==> config.mk <==
export PLATFORM = sky130hd
export DESIGN_NAME = frame_sync_gen
export DESIGN_NICKNAME = d
export VERILOG_FILES = /design/src/rtl/fsg_pkg.sv /design/src/rtl/fsg_regs.sv /design/src/rtl/fsg_preset.sv /design/src/rtl/fsg_core.sv /design/src/rtl/fsg_pins.sv /design/src/rtl/frame_sync_gen.sv
export SDC_FILE = /design/constraint.sdc
export NUM_CORES = 1
export LEC_CHECK = 0
export ABC_AREA = 0
export CORE_ASPECT_RATIO = 0.7
export CORE_MARGIN = 4
export CORE_UTILIZATION = 55
export CTS_CLUSTER_DIAMETER = 200
export DETAILED_ROUTE_END_ITERATION = 8
export HOLD_SLACK_MARGIN = 0.05
export PLACE_DENSITY = 0.77
export SYNTH_ARGS = -nofsm -noshare
export SYNTH_HDL_FRONTEND = slang
export SYNTH_HIERARCHICAL = 1
export SYNTH_SLANG_ARGS = --single-unit
==> constraint.sdc <==
create_clock -name clk -period 2.95 [get_ports clk]
set_clock_uncertainty 0.2 [all_clocks]
set_input_delay 0.59 -clock clk [delete_from_list [all_inputs] [get_ports clk]]
set_output_delay 0.59 -clock clk [all_outputs]
set_load 0.01 [all_outputs]
==> src/rtl/fsg_pkg.sv <==
`timescale 1ns/1ps
package fsg_pkg;

  // Framing presets selected by control bits [5:4]
  typedef enum logic [1:0] {
    FR_CUSTOM = 2'd0,
    FR_WPAIR  = 2'd1,
    FR_PACKED = 2'd2,
    FR_SPARE  = 2'd3
  } frame_mode_e;

  // Control word; the first field is the most significant bit
  typedef struct packed {
    logic [1:0]  chan_m1;   // [12:11]
    logic [4:0]  wlen_m1;   // [10:6]
    frame_mode_e mode;      // [5:4]
    logic        fs_inv;    // [3]
    logic        bclk_inv;  // [2]
    logic        master;    // [1]
    logic        enable;    // [0]
  } ctrl_t;

  localparam int CTRL_W   = $bits(ctrl_t);
  localparam int NUM_REGS = 4;
  localparam int REG_AW   = $clog2(NUM_REGS);
  localparam int NUM_DIR  = 2;   // transmit and receive copies

  localparam int A_CTRL = 0;
  localparam int A_DIV  = 1;
  localparam int A_PER  = 2;
  localparam int A_WID  = 3;

endpackage

==> src/rtl/fsg_regs.sv <==
`timescale 1ns/1ps
module fsg_regs
  import fsg_pkg::*;
#(
  parameter int DATA_W = 16,
  parameter int DIV_W  = 8,
  parameter int CNT_W  = 10
) (
  input  logic              clk,
  input  logic              rst,
  input  logic              cfg_we,
  input  logic [REG_AW-1:0] cfg_addr,
  input  logic [DATA_W-1:0] cfg_wdata,
  output ctrl_t             stg_ctrl,
  output logic [DIV_W-1:0]  stg_div,
  output logic [CNT_W-1:0]  stg_per,
  output logic [CNT_W-1:0]  stg_wid
);

  logic [NUM_REGS-1:0] hit;

  for (genvar g = 0; g < NUM_REGS; g++) begin : g_dec
    assign hit[g] = cfg_we && (cfg_addr == REG_AW'(g));
  end

  always_ff @(posedge clk) begin
    if (rst) begin
      stg_ctrl <= '0;
      stg_div  <= '0;
      stg_per  <= '0;
      stg_wid  <= '0;
    end else begin
      if (hit[A_CTRL]) stg_ctrl <= ctrl_t'(cfg_wdata[CTRL_W-1:0]);
      if (hit[A_DIV])  stg_div  <= cfg_wdata[DIV_W-1:0];
      if (hit[A_PER])  stg_per  <= cfg_wdata[CNT_W-1:0];
      if (hit[A_WID])  stg_wid  <= cfg_wdata[CNT_W-1:0];
    end
  end

endmodule

==> src/rtl/fsg_preset.sv <==
`timescale 1ns/1ps
module fsg_preset
  import fsg_pkg::*;
#(
  parameter int CNT_W = 10
) (
  input  ctrl_t            ctrl,
  input  logic [CNT_W-1:0] raw_per,
  input  logic [CNT_W-1:0] raw_wid,
  output logic [CNT_W-1:0] eff_per,
  output logic [CNT_W-1:0] eff_wid
);

  logic [CNT_W-1:0] wlen;
  logic [CNT_W-1:0] chans;
  logic [CNT_W-1:0] packed_bits;

  assign wlen        = CNT_W'(ctrl.wlen_m1) + CNT_W'(1);
  assign chans       = CNT_W'(ctrl.chan_m1) + CNT_W'(1);
  assign packed_bits = wlen * chans;

  always_comb begin
    unique case (ctrl.mode)
      FR_WPAIR: begin
        eff_per = CNT_W'({ctrl.wlen_m1, 1'b1});  // 2W - 1
        eff_wid = CNT_W'(ctrl.wlen_m1);          // W - 1
      end
      FR_PACKED: begin
        eff_per = packed_bits - CNT_W'(1);       // W*C - 1
        eff_wid = '0;                            // one bit
      end
      default: begin
        eff_per = raw_per;
        eff_wid = raw_wid;
      end
    endcase
  end

endmodule

==> src/rtl/fsg_core.sv <==
`timescale 1ns/1ps
module fsg_core #(
  parameter int DIV_W = 8,
  parameter int CNT_W = 10
) (
  input  logic             clk,
  input  logic             rst,
  input  logic             stg_run,
  input  logic [DIV_W-1:0] stg_div,
  input  logic [CNT_W-1:0] stg_per,
  input  logic [CNT_W-1:0] stg_wid,
  input  logic             stg_binv,
  input  logic             stg_finv,
  output logic             running,
  output logic             bclk_q,
  output logic             fs_q,
  output logic             bypass,
  output logic             act_binv,
  output logic             act_finv
);

  logic [DIV_W-1:0] act_div;
  logic [DIV_W-1:0] divcnt;
  logic [DIV_W-1:0] divcnt_inc;
  logic [CNT_W-1:0] act_per;
  logic [CNT_W-1:0] act_wid;
  logic [CNT_W-1:0] bitcnt;
  logic [CNT_W-1:0] bitcnt_inc;
  logic [DIV_W:0]   high_len;
  logic             last_cyc;
  logic             frame_end;
  logic             start;

  assign bypass     = act_div <= DIV_W'(1);
  assign high_len   = ({1'b0, act_div} + (DIV_W+1)'(1)) >> 1;
  assign divcnt_inc = divcnt + DIV_W'(1);
  assign bitcnt_inc = bitcnt + CNT_W'(1);
  assign last_cyc   = bypass || (divcnt == act_div);
  assign frame_end  = running && last_cyc && (bitcnt == act_per);
  assign start      = !running && stg_run;

  always_ff @(posedge clk) begin
    if (rst) begin
      running  <= 1'b0;
      bclk_q   <= 1'b0;
      fs_q     <= 1'b0;
      divcnt   <= '0;
      bitcnt   <= '0;
      act_div  <= '0;
      act_per  <= '0;
      act_wid  <= '0;
      act_binv <= 1'b0;
      act_finv <= 1'b0;
    end else if (start || (frame_end && stg_run)) begin
      // open a frame with the staged settings
      running  <= 1'b1;
      bclk_q   <= 1'b1;
      fs_q     <= 1'b1;
      divcnt   <= '0;
      bitcnt   <= '0;
      act_div  <= stg_div;
      act_per  <= stg_per;
      act_wid  <= stg_wid;
      act_binv <= stg_binv;
      act_finv <= stg_finv;
    end else if (frame_end) begin
      running <= 1'b0;
      bclk_q  <= 1'b0;
      fs_q    <= 1'b0;
      divcnt  <= '0;
      bitcnt  <= '0;
    end else if (running) begin
      if (last_cyc) begin
        divcnt <= '0;
        bitcnt <= bitcnt_inc;
        bclk_q <= 1'b1;
        fs_q   <= bitcnt_inc <= act_wid;
      end else begin
        divcnt <= divcnt_inc;
        bclk_q <= {1'b0, divcnt_inc} < high_len;
      end
    end
  end

  p_bit_in_frame_r4: assert property (@(posedge clk) disable iff (rst)
    running |-> (bitcnt <= act_per));

  p_div_in_range_r2: assert property (@(posedge clk) disable iff (rst)
    (running && !bypass) |-> (divcnt <= act_div));

  p_cfg_hold_r9: assert property (@(posedge clk) disable iff (rst)
    (running && !frame_end) |=> $stable({act_div, act_per, act_wid, act_binv, act_finv}));

  p_stop_on_boundary_r9: assert property (@(posedge clk) disable iff (rst)
    $fell(running) |-> $past(frame_end));

  p_frame_opens_r10: assert property (@(posedge clk) disable iff (rst)
    (running && bitcnt == '0 && divcnt == '0) |-> (fs_q && bclk_q));

endmodule

==> src/rtl/fsg_pins.sv <==
`timescale 1ns/1ps
module fsg_pins
  import fsg_pkg::*;
(
  input  logic clk,
  input  logic rst,
  input  logic running,
  input  logic bclk_q,
  input  logic fs_q,
  input  logic bypass,
  input  logic act_binv,
  input  logic act_finv,
  input  logic stg_en,
  input  logic stg_master,
  input  logic stg_binv,
  input  logic stg_finv,
  input  logic ext_bclk,
  input  logic ext_fs,
  output logic [NUM_DIR-1:0] pad_bclk,
  output logic [NUM_DIR-1:0] pad_fs,
  output logic [NUM_DIR-1:0] pad_oe,
  output logic core_bclk,
  output logic core_fs
);

  logic sl_bclk_q;
  logic sl_fs_q;
  logic slave_sel;
  logic gen_bclk;

  always_ff @(posedge clk) begin
    if (rst) begin
      sl_bclk_q <= 1'b0;
      sl_fs_q   <= 1'b0;
    end else begin
      sl_bclk_q <= ext_bclk ^ stg_binv;
      sl_fs_q   <= ext_fs ^ stg_finv;
    end
  end

  assign slave_sel = stg_en && !stg_master && !running;
  assign gen_bclk  = bypass ? clk : bclk_q;

  assign core_bclk = running ? gen_bclk : (slave_sel ? sl_bclk_q : 1'b0);
  assign core_fs   = running ? fs_q     : (slave_sel ? sl_fs_q   : 1'b0);

  for (genvar d = 0; d < NUM_DIR; d++) begin : g_dir
    assign pad_bclk[d] = running ? (gen_bclk ^ act_binv) : stg_binv;
    assign pad_fs[d]   = running ? (fs_q ^ act_finv)     : stg_finv;
    assign pad_oe[d]   = running;
  end

  p_slave_follow_r8: assert property (@(posedge clk) disable iff (rst)
    (slave_sel && $past(slave_sel)) |-> (core_fs == $past(ext_fs ^ stg_finv)));

endmodule

==> src/rtl/frame_sync_gen.sv <==
`timescale 1ns/1ps
module frame_sync_gen
  import fsg_pkg::*;
#(
  parameter int DATA_W = 16,
  parameter int DIV_W  = 8,
  parameter int CNT_W  = 10
) (
  input  logic              clk,
  input  logic              rst,
  input  logic              cfg_we,
  input  logic [1:0]        cfg_addr,
  input  logic [DATA_W-1:0] cfg_wdata,
  input  logic              ext_bclk,
  input  logic              ext_fs,
  output logic              tx_bclk,
  output logic              rx_bclk,
  output logic              tx_fs,
  output logic              rx_fs,
  output logic              clk_oe,
  output logic              fs_oe,
  output logic              core_bclk,
  output logic              core_fs
);

  ctrl_t              stg_ctrl;
  logic [DIV_W-1:0]   stg_div;
  logic [CNT_W-1:0]   raw_per;
  logic [CNT_W-1:0]   raw_wid;
  logic [CNT_W-1:0]   eff_per;
  logic [CNT_W-1:0]   eff_wid;
  logic               running;
  logic               bclk_q;
  logic               fs_q;
  logic               bypass;
  logic               act_binv;
  logic               act_finv;
  logic [NUM_DIR-1:0] pad_bclk;
  logic [NUM_DIR-1:0] pad_fs;
  logic [NUM_DIR-1:0] pad_oe;

  fsg_regs #(.DATA_W(DATA_W), .DIV_W(DIV_W), .CNT_W(CNT_W)) u_regs (
    .clk(clk), .rst(rst), .cfg_we(cfg_we), .cfg_addr(cfg_addr),
    .cfg_wdata(cfg_wdata), .stg_ctrl(stg_ctrl), .stg_div(stg_div),
    .stg_per(raw_per), .stg_wid(raw_wid)
  );

  fsg_preset #(.CNT_W(CNT_W)) u_preset (
    .ctrl(stg_ctrl), .raw_per(raw_per), .raw_wid(raw_wid),
    .eff_per(eff_per), .eff_wid(eff_wid)
  );

  fsg_core #(.DIV_W(DIV_W), .CNT_W(CNT_W)) u_core (
    .clk(clk), .rst(rst),
    .stg_run(stg_ctrl.enable && stg_ctrl.master),
    .stg_div(stg_div), .stg_per(eff_per), .stg_wid(eff_wid),
    .stg_binv(stg_ctrl.bclk_inv), .stg_finv(stg_ctrl.fs_inv),
    .running(running), .bclk_q(bclk_q), .fs_q(fs_q), .bypass(bypass),
    .act_binv(act_binv), .act_finv(act_finv)
  );

  fsg_pins u_pins (
    .clk(clk), .rst(rst), .running(running), .bclk_q(bclk_q), .fs_q(fs_q),
    .bypass(bypass), .act_binv(act_binv), .act_finv(act_finv),
    .stg_en(stg_ctrl.enable), .stg_master(stg_ctrl.master),
    .stg_binv(stg_ctrl.bclk_inv), .stg_finv(stg_ctrl.fs_inv),
    .ext_bclk(ext_bclk), .ext_fs(ext_fs),
    .pad_bclk(pad_bclk), .pad_fs(pad_fs), .pad_oe(pad_oe),
    .core_bclk(core_bclk), .core_fs(core_fs)
  );

  assign tx_bclk = pad_bclk[0];
  assign rx_bclk = pad_bclk[1];
  assign tx_fs   = pad_fs[0];
  assign rx_fs   = pad_fs[1];
  assign clk_oe  = pad_oe[0];
  assign fs_oe   = pad_oe[1];

endmodule

---- Word level (Yosys, flattened, before mapping) ----
Index checks and enable logic that the tools add are counted.
operators by class
  order comparisons ....................... 3
  mux-type cells .......................... 20
  bitwise operators ....................... 4
  divide/modulo/power cells ............... 0
  add/subtract/negate cells ............... 6
  shift operators ......................... 0
  eq/ne operators ......................... 7
  multipliers ............................. 1
  reductions and logical operators ........ 22
operators by type and width
  operator               number
  $pmux 10 s2            2
  $mux 1                 17
  $logic_and 1x1->1      11
  $add 10x1->10 const B  1
  $eq 10x10->1           1
  $le 10x10->1           1
  $mul 10x10->10         1
  $sub 10x1->10 const B  1
  $add 8x1->9 const B    1
  $add 8x1->8 const B    1
  $eq 8x8->1             1
  $le 8x1->1 const B     1
  $lt 8x8->1             1
  $mux 8                 1
  $add 5x1->6 const B    1
  $eq 2x2->1 const B     3
  $reduce_bool 3->1      2
  $eq 2x1->1 const B     2
  $reduce_and 2->1       2
  $xor 1x1->1            4
  $add 2x1->3 const B    1
  $reduce_or 3->1        1
  $logic_not 1->1        2
  $logic_not 2->1        1
  other kinds (2)        3
word-level totals
  flip-flop bits (word level) ............. 94
  memory bits (writable) .................. 0
  memories kept ........................... 0
  bits in read-only memories .............. 0
  bits in latches ......................... 0
  word-level logic and storage cells ...... 85
  input bits .............................. 23

---- Logic depth before layout (Yosys ltp) ----
  depth after elaboration ................. 8
  mapped depth ............................ 14
  mapped depth without buffers ............ 14

---- Modules after synthesis ----
Netlist, hierarchy kept.
modules (own cells, without submodules)
  module          seq. area each (µm²)  cells each  instances  area each (µm²)
  fsg_core        1021.0                369         1          3264.4
  fsg_regs        820.8                 152         1          1671.6
  fsg_preset      0.0                   143         1          1023.5
  fsg_pins        40.0                  26          1          200.2
  frame_sync_gen  0.0                   1           1          6.3

==> results.md <==
- Max Freq: 299 MHz
- Final setup violation count: 10
- Hold Crit Depth: 2
- Drt wl/cell: 18.1 µm
- First drt pass iteration count: 5
- Hold endpoint: u_core/act_wid[7]
- Top_reg_cell synth: dfxtp_1
- Worst Path Arrival: 2.55 ns
- Placed cells: 870
- Most frequent cells in the layout: nand2b_1, dfxtp_1, mux2i_1
- # nets final: 812
- I/O Buffers: 27
- Pin count of the biggest net entering global routing: 58
- Sequential cell area fraction in the yosys report: 0.305
- PnR worst setup slack: -0.394 ns
- Overall Global Routing Usage: 0.255
- Post-Syn Instances: 691
- Final Cycle Share: 1.13
- Status: finished with violations
- Worst EP required: 2.16 ns
- Unrepaired setup endpoints after global routing: true
- Initial antenna violation count: 0
- CP endpoint kind: primary output
- Final-report max-slew violation count: 0
- Min Tclk post-route: 3.34 ns
- Iter 0 DRT Violations: 343
- Slew margin rel.: 0.480
- Grt total ovfl: 0
- Post-DRT Antenna Nets: 0
- Synthesized flop and latch total: 94
- P per Cell Area: 420 nW/µm²
- Failing checks: negative setup slack
- Diode count: 0
- R2r startpoint: u_regs/stg_ctrl[12]
- Beginning of the worst hold path: u_core/act_wid[7]
- Width of the die: 135 µm
- Critical path launch point type: flop
- TritonCTS clock tree: done
- Leak: 0.00303 µW
- Ys async rst share: 0
- Vias in the first global route: 5155
- Syn avg cell area: 8.92 µm²
- Full die area: 13000 µm²
- Fin cells: 901
- Worst hold path class: flop to flop
- Netlist Area Pre-Place: 6170 µm²
- CP Class: flop to primary output
- Crit Path Max Fanout: 2
- Mapped Nets: 761
- Initial Utilization: 0.562
- Maximum VDD drop: 0.336 mV
- Worst-path clk slew: 0.07 ns
- Finished Cell Area: 7580 µm²
- DRC Markers: 0
- Skew-Pair Late Insertion Delay: 0.46 ns
- GP Congestion: 0.889
- Post-DP HPWL: 11100 µm
- Reg2Reg Setup Slack: -0.27 ns
- Synthesis Warnings: 6
- Dpl cell area: 6870 µm²
- Chip Height: 96.6 µm
- Routed WL: 16300 µm
- Vias: 5176
- Via density: 5.74
- Core area: 11000 µm²
- Post-placement setup slack: -0.290 ns
- Post-CTS Hold Buffers: 0
- First-pass GRT wire length: 25800 µm
- I/O pin cnt: 31
- Final hold viol count: 0
- Worst reg-to-reg path cell count: 12
- Area Overhead vs Synth: 22.9%
- Count of cell types in the netlist: 67
- Worst reg2reg path endpoint: u_core/act_per[8]
- Share of cells above drive strength 1: 0.180
- Post-synth EDFFs: 0
- FP Rows: 32
- Max cap viols: 0
- Most common cell after layout, fill and taps aside: nand2b_1
- Worst Tran Pin Value: 0.780 ns
## sequential cells by signal (all words and copies together), names as in the netlist, 10 cells and up
register / count
u_regs/stg_ctrl: 13
u_core/act_per: 10
u_core/act_wid: 10
u_core/bitcnt: 10
u_regs/stg_per: 10
u_regs/stg_wid: 10
## report_power, final
part,switching [µW],leakage [µW],internal [µW]
combinational,194,0.00200,203
sequential,20.7,0.000765,1290
clock,624,0.000270,854
total,838,0.00303,2350
## final cells by class
class	instances	area (µm²)
fillers	811	3390
clock buffers	19	407
well taps	153	191
flip-flops and latches	94	1900
inverters	32	120
clock inverters	7	62.6
multi-input cells	528	4310
repair buffers	68	589
## cells in the mapped netlist, drive strengths merged (2+ instances only)
| library cell | n | area (µm²) |
|---|---|---|
| xor2 | 33 | 289 |
| and3 | 5 | 31.3 |
| nand3 | 17 | 85.1 |
| a31oi | 4 | 25.0 |
| nand4 | 3 | 18.8 |
| a211oi | 6 | 75.1 |
| nand3b | 6 | 48.8 |
| o21a | 3 | 22.5 |
| buf | 15 | 111 |
| mux2 | 2 | 26.3 |
| or4 | 4 | 33.8 |
| clkbuf | 22 | 82.6 |
| a21o | 8 | 60.1 |
| nor2 | 15 | 56.3 |
| ha | 42 | 526 |
| o31ai | 5 | 42.5 |
| fa | 5 | 100 |
| and4 | 4 | 35.0 |
| nor4 | 5 | 52.6 |
| dfxtp | 94 | 1880 |
| o211ai | 4 | 30.0 |
| xnor2 | 14 | 123 |
| nand2b | 122 | 763 |
| a21oi | 26 | 134 |
| o21ai | 25 | 125 |
| nor2b | 5 | 31.3 |
| nor3 | 5 | 25.0 |
| inv | 32 | 120 |
| o221ai | 2 | 23.8 |
| or2 | 2 | 12.5 |
| and3b | 2 | 17.5 |
| and2 | 6 | 37.5 |
| or3 | 4 | 25.0 |
| a22oi | 3 | 22.5 |
| nand2 | 54 | 203 |
| mux2i | 71 | 711 |
## repair_timing
action / CTS / global route
pin swaps: 40 / 17
endpoints found under the setup margin: 10 / 28
resized for setup: 44 / 16
buffers inserted: 6 / 2
cloned: 0 / 0
## critical path, cell delays in order, from the launching register on
cell,delay (ns)
dfxtp_2,0.32
or4_4,0.55
nor4_4,0.19
mux2_4,0.37
clkbuf_16,0.16
nand3b_4,0.08
o221ai_4,0.13
clkbuf_16,0.18
buf_6,0.11
## per-layer routing
metal / vias up / share of wire / GRT usage
li1: 2465 / - / -
met1: 2530 / 0.48 / 0.337
met2: 142 / 0.45 / 0.406
met3: 39 / 0.047 / 0.0637
met4: 0 / 0.021 / 0.103
met5: - / 0 / 0
## kinds of logic after synthesis
family                     Yosys count  synth area share
and+or+nand+nor                    262             0.245
AOI/OAI and AO/OA                   99             0.112
DFF                                 94             0.305
muxes                               73             0.120
buffers and inverters               69            0.0509
xor gates and xnor gates            47            0.0668
adders and majority gates           47             0.101
## stage by stage
stage           util  power (µW)  setup TNS, ns  hold slack, ns
5_1_grt        0.691        3300          -3.42           0.305
2_1_floorplan      -        1610         -0.128           0.248
3_3_place_gp   0.626        1710          -1.53           0.264
4_1_cts        0.683        3190          -1.83           0.277
6_report       0.691        3180          -2.31           0.277
3_5_place_dp   0.626        1720          -1.89           0.264
## worst max-delay path by stage
stage,endpoint,start
3_5_place_dp,rx_bclk,clk
4_1_cts,rx_bclk,u_core/act_div[5]
2_1_floorplan,u_core/act_per[8],u_regs/stg_ctrl[11]
5_1_grt,rx_bclk,u_core/act_div[5]
6_report,rx_bclk,u_core/act_div[5]
3_3_place_gp,rx_bclk,clk
Note: power is estimated with default switching activity, not from simulation.
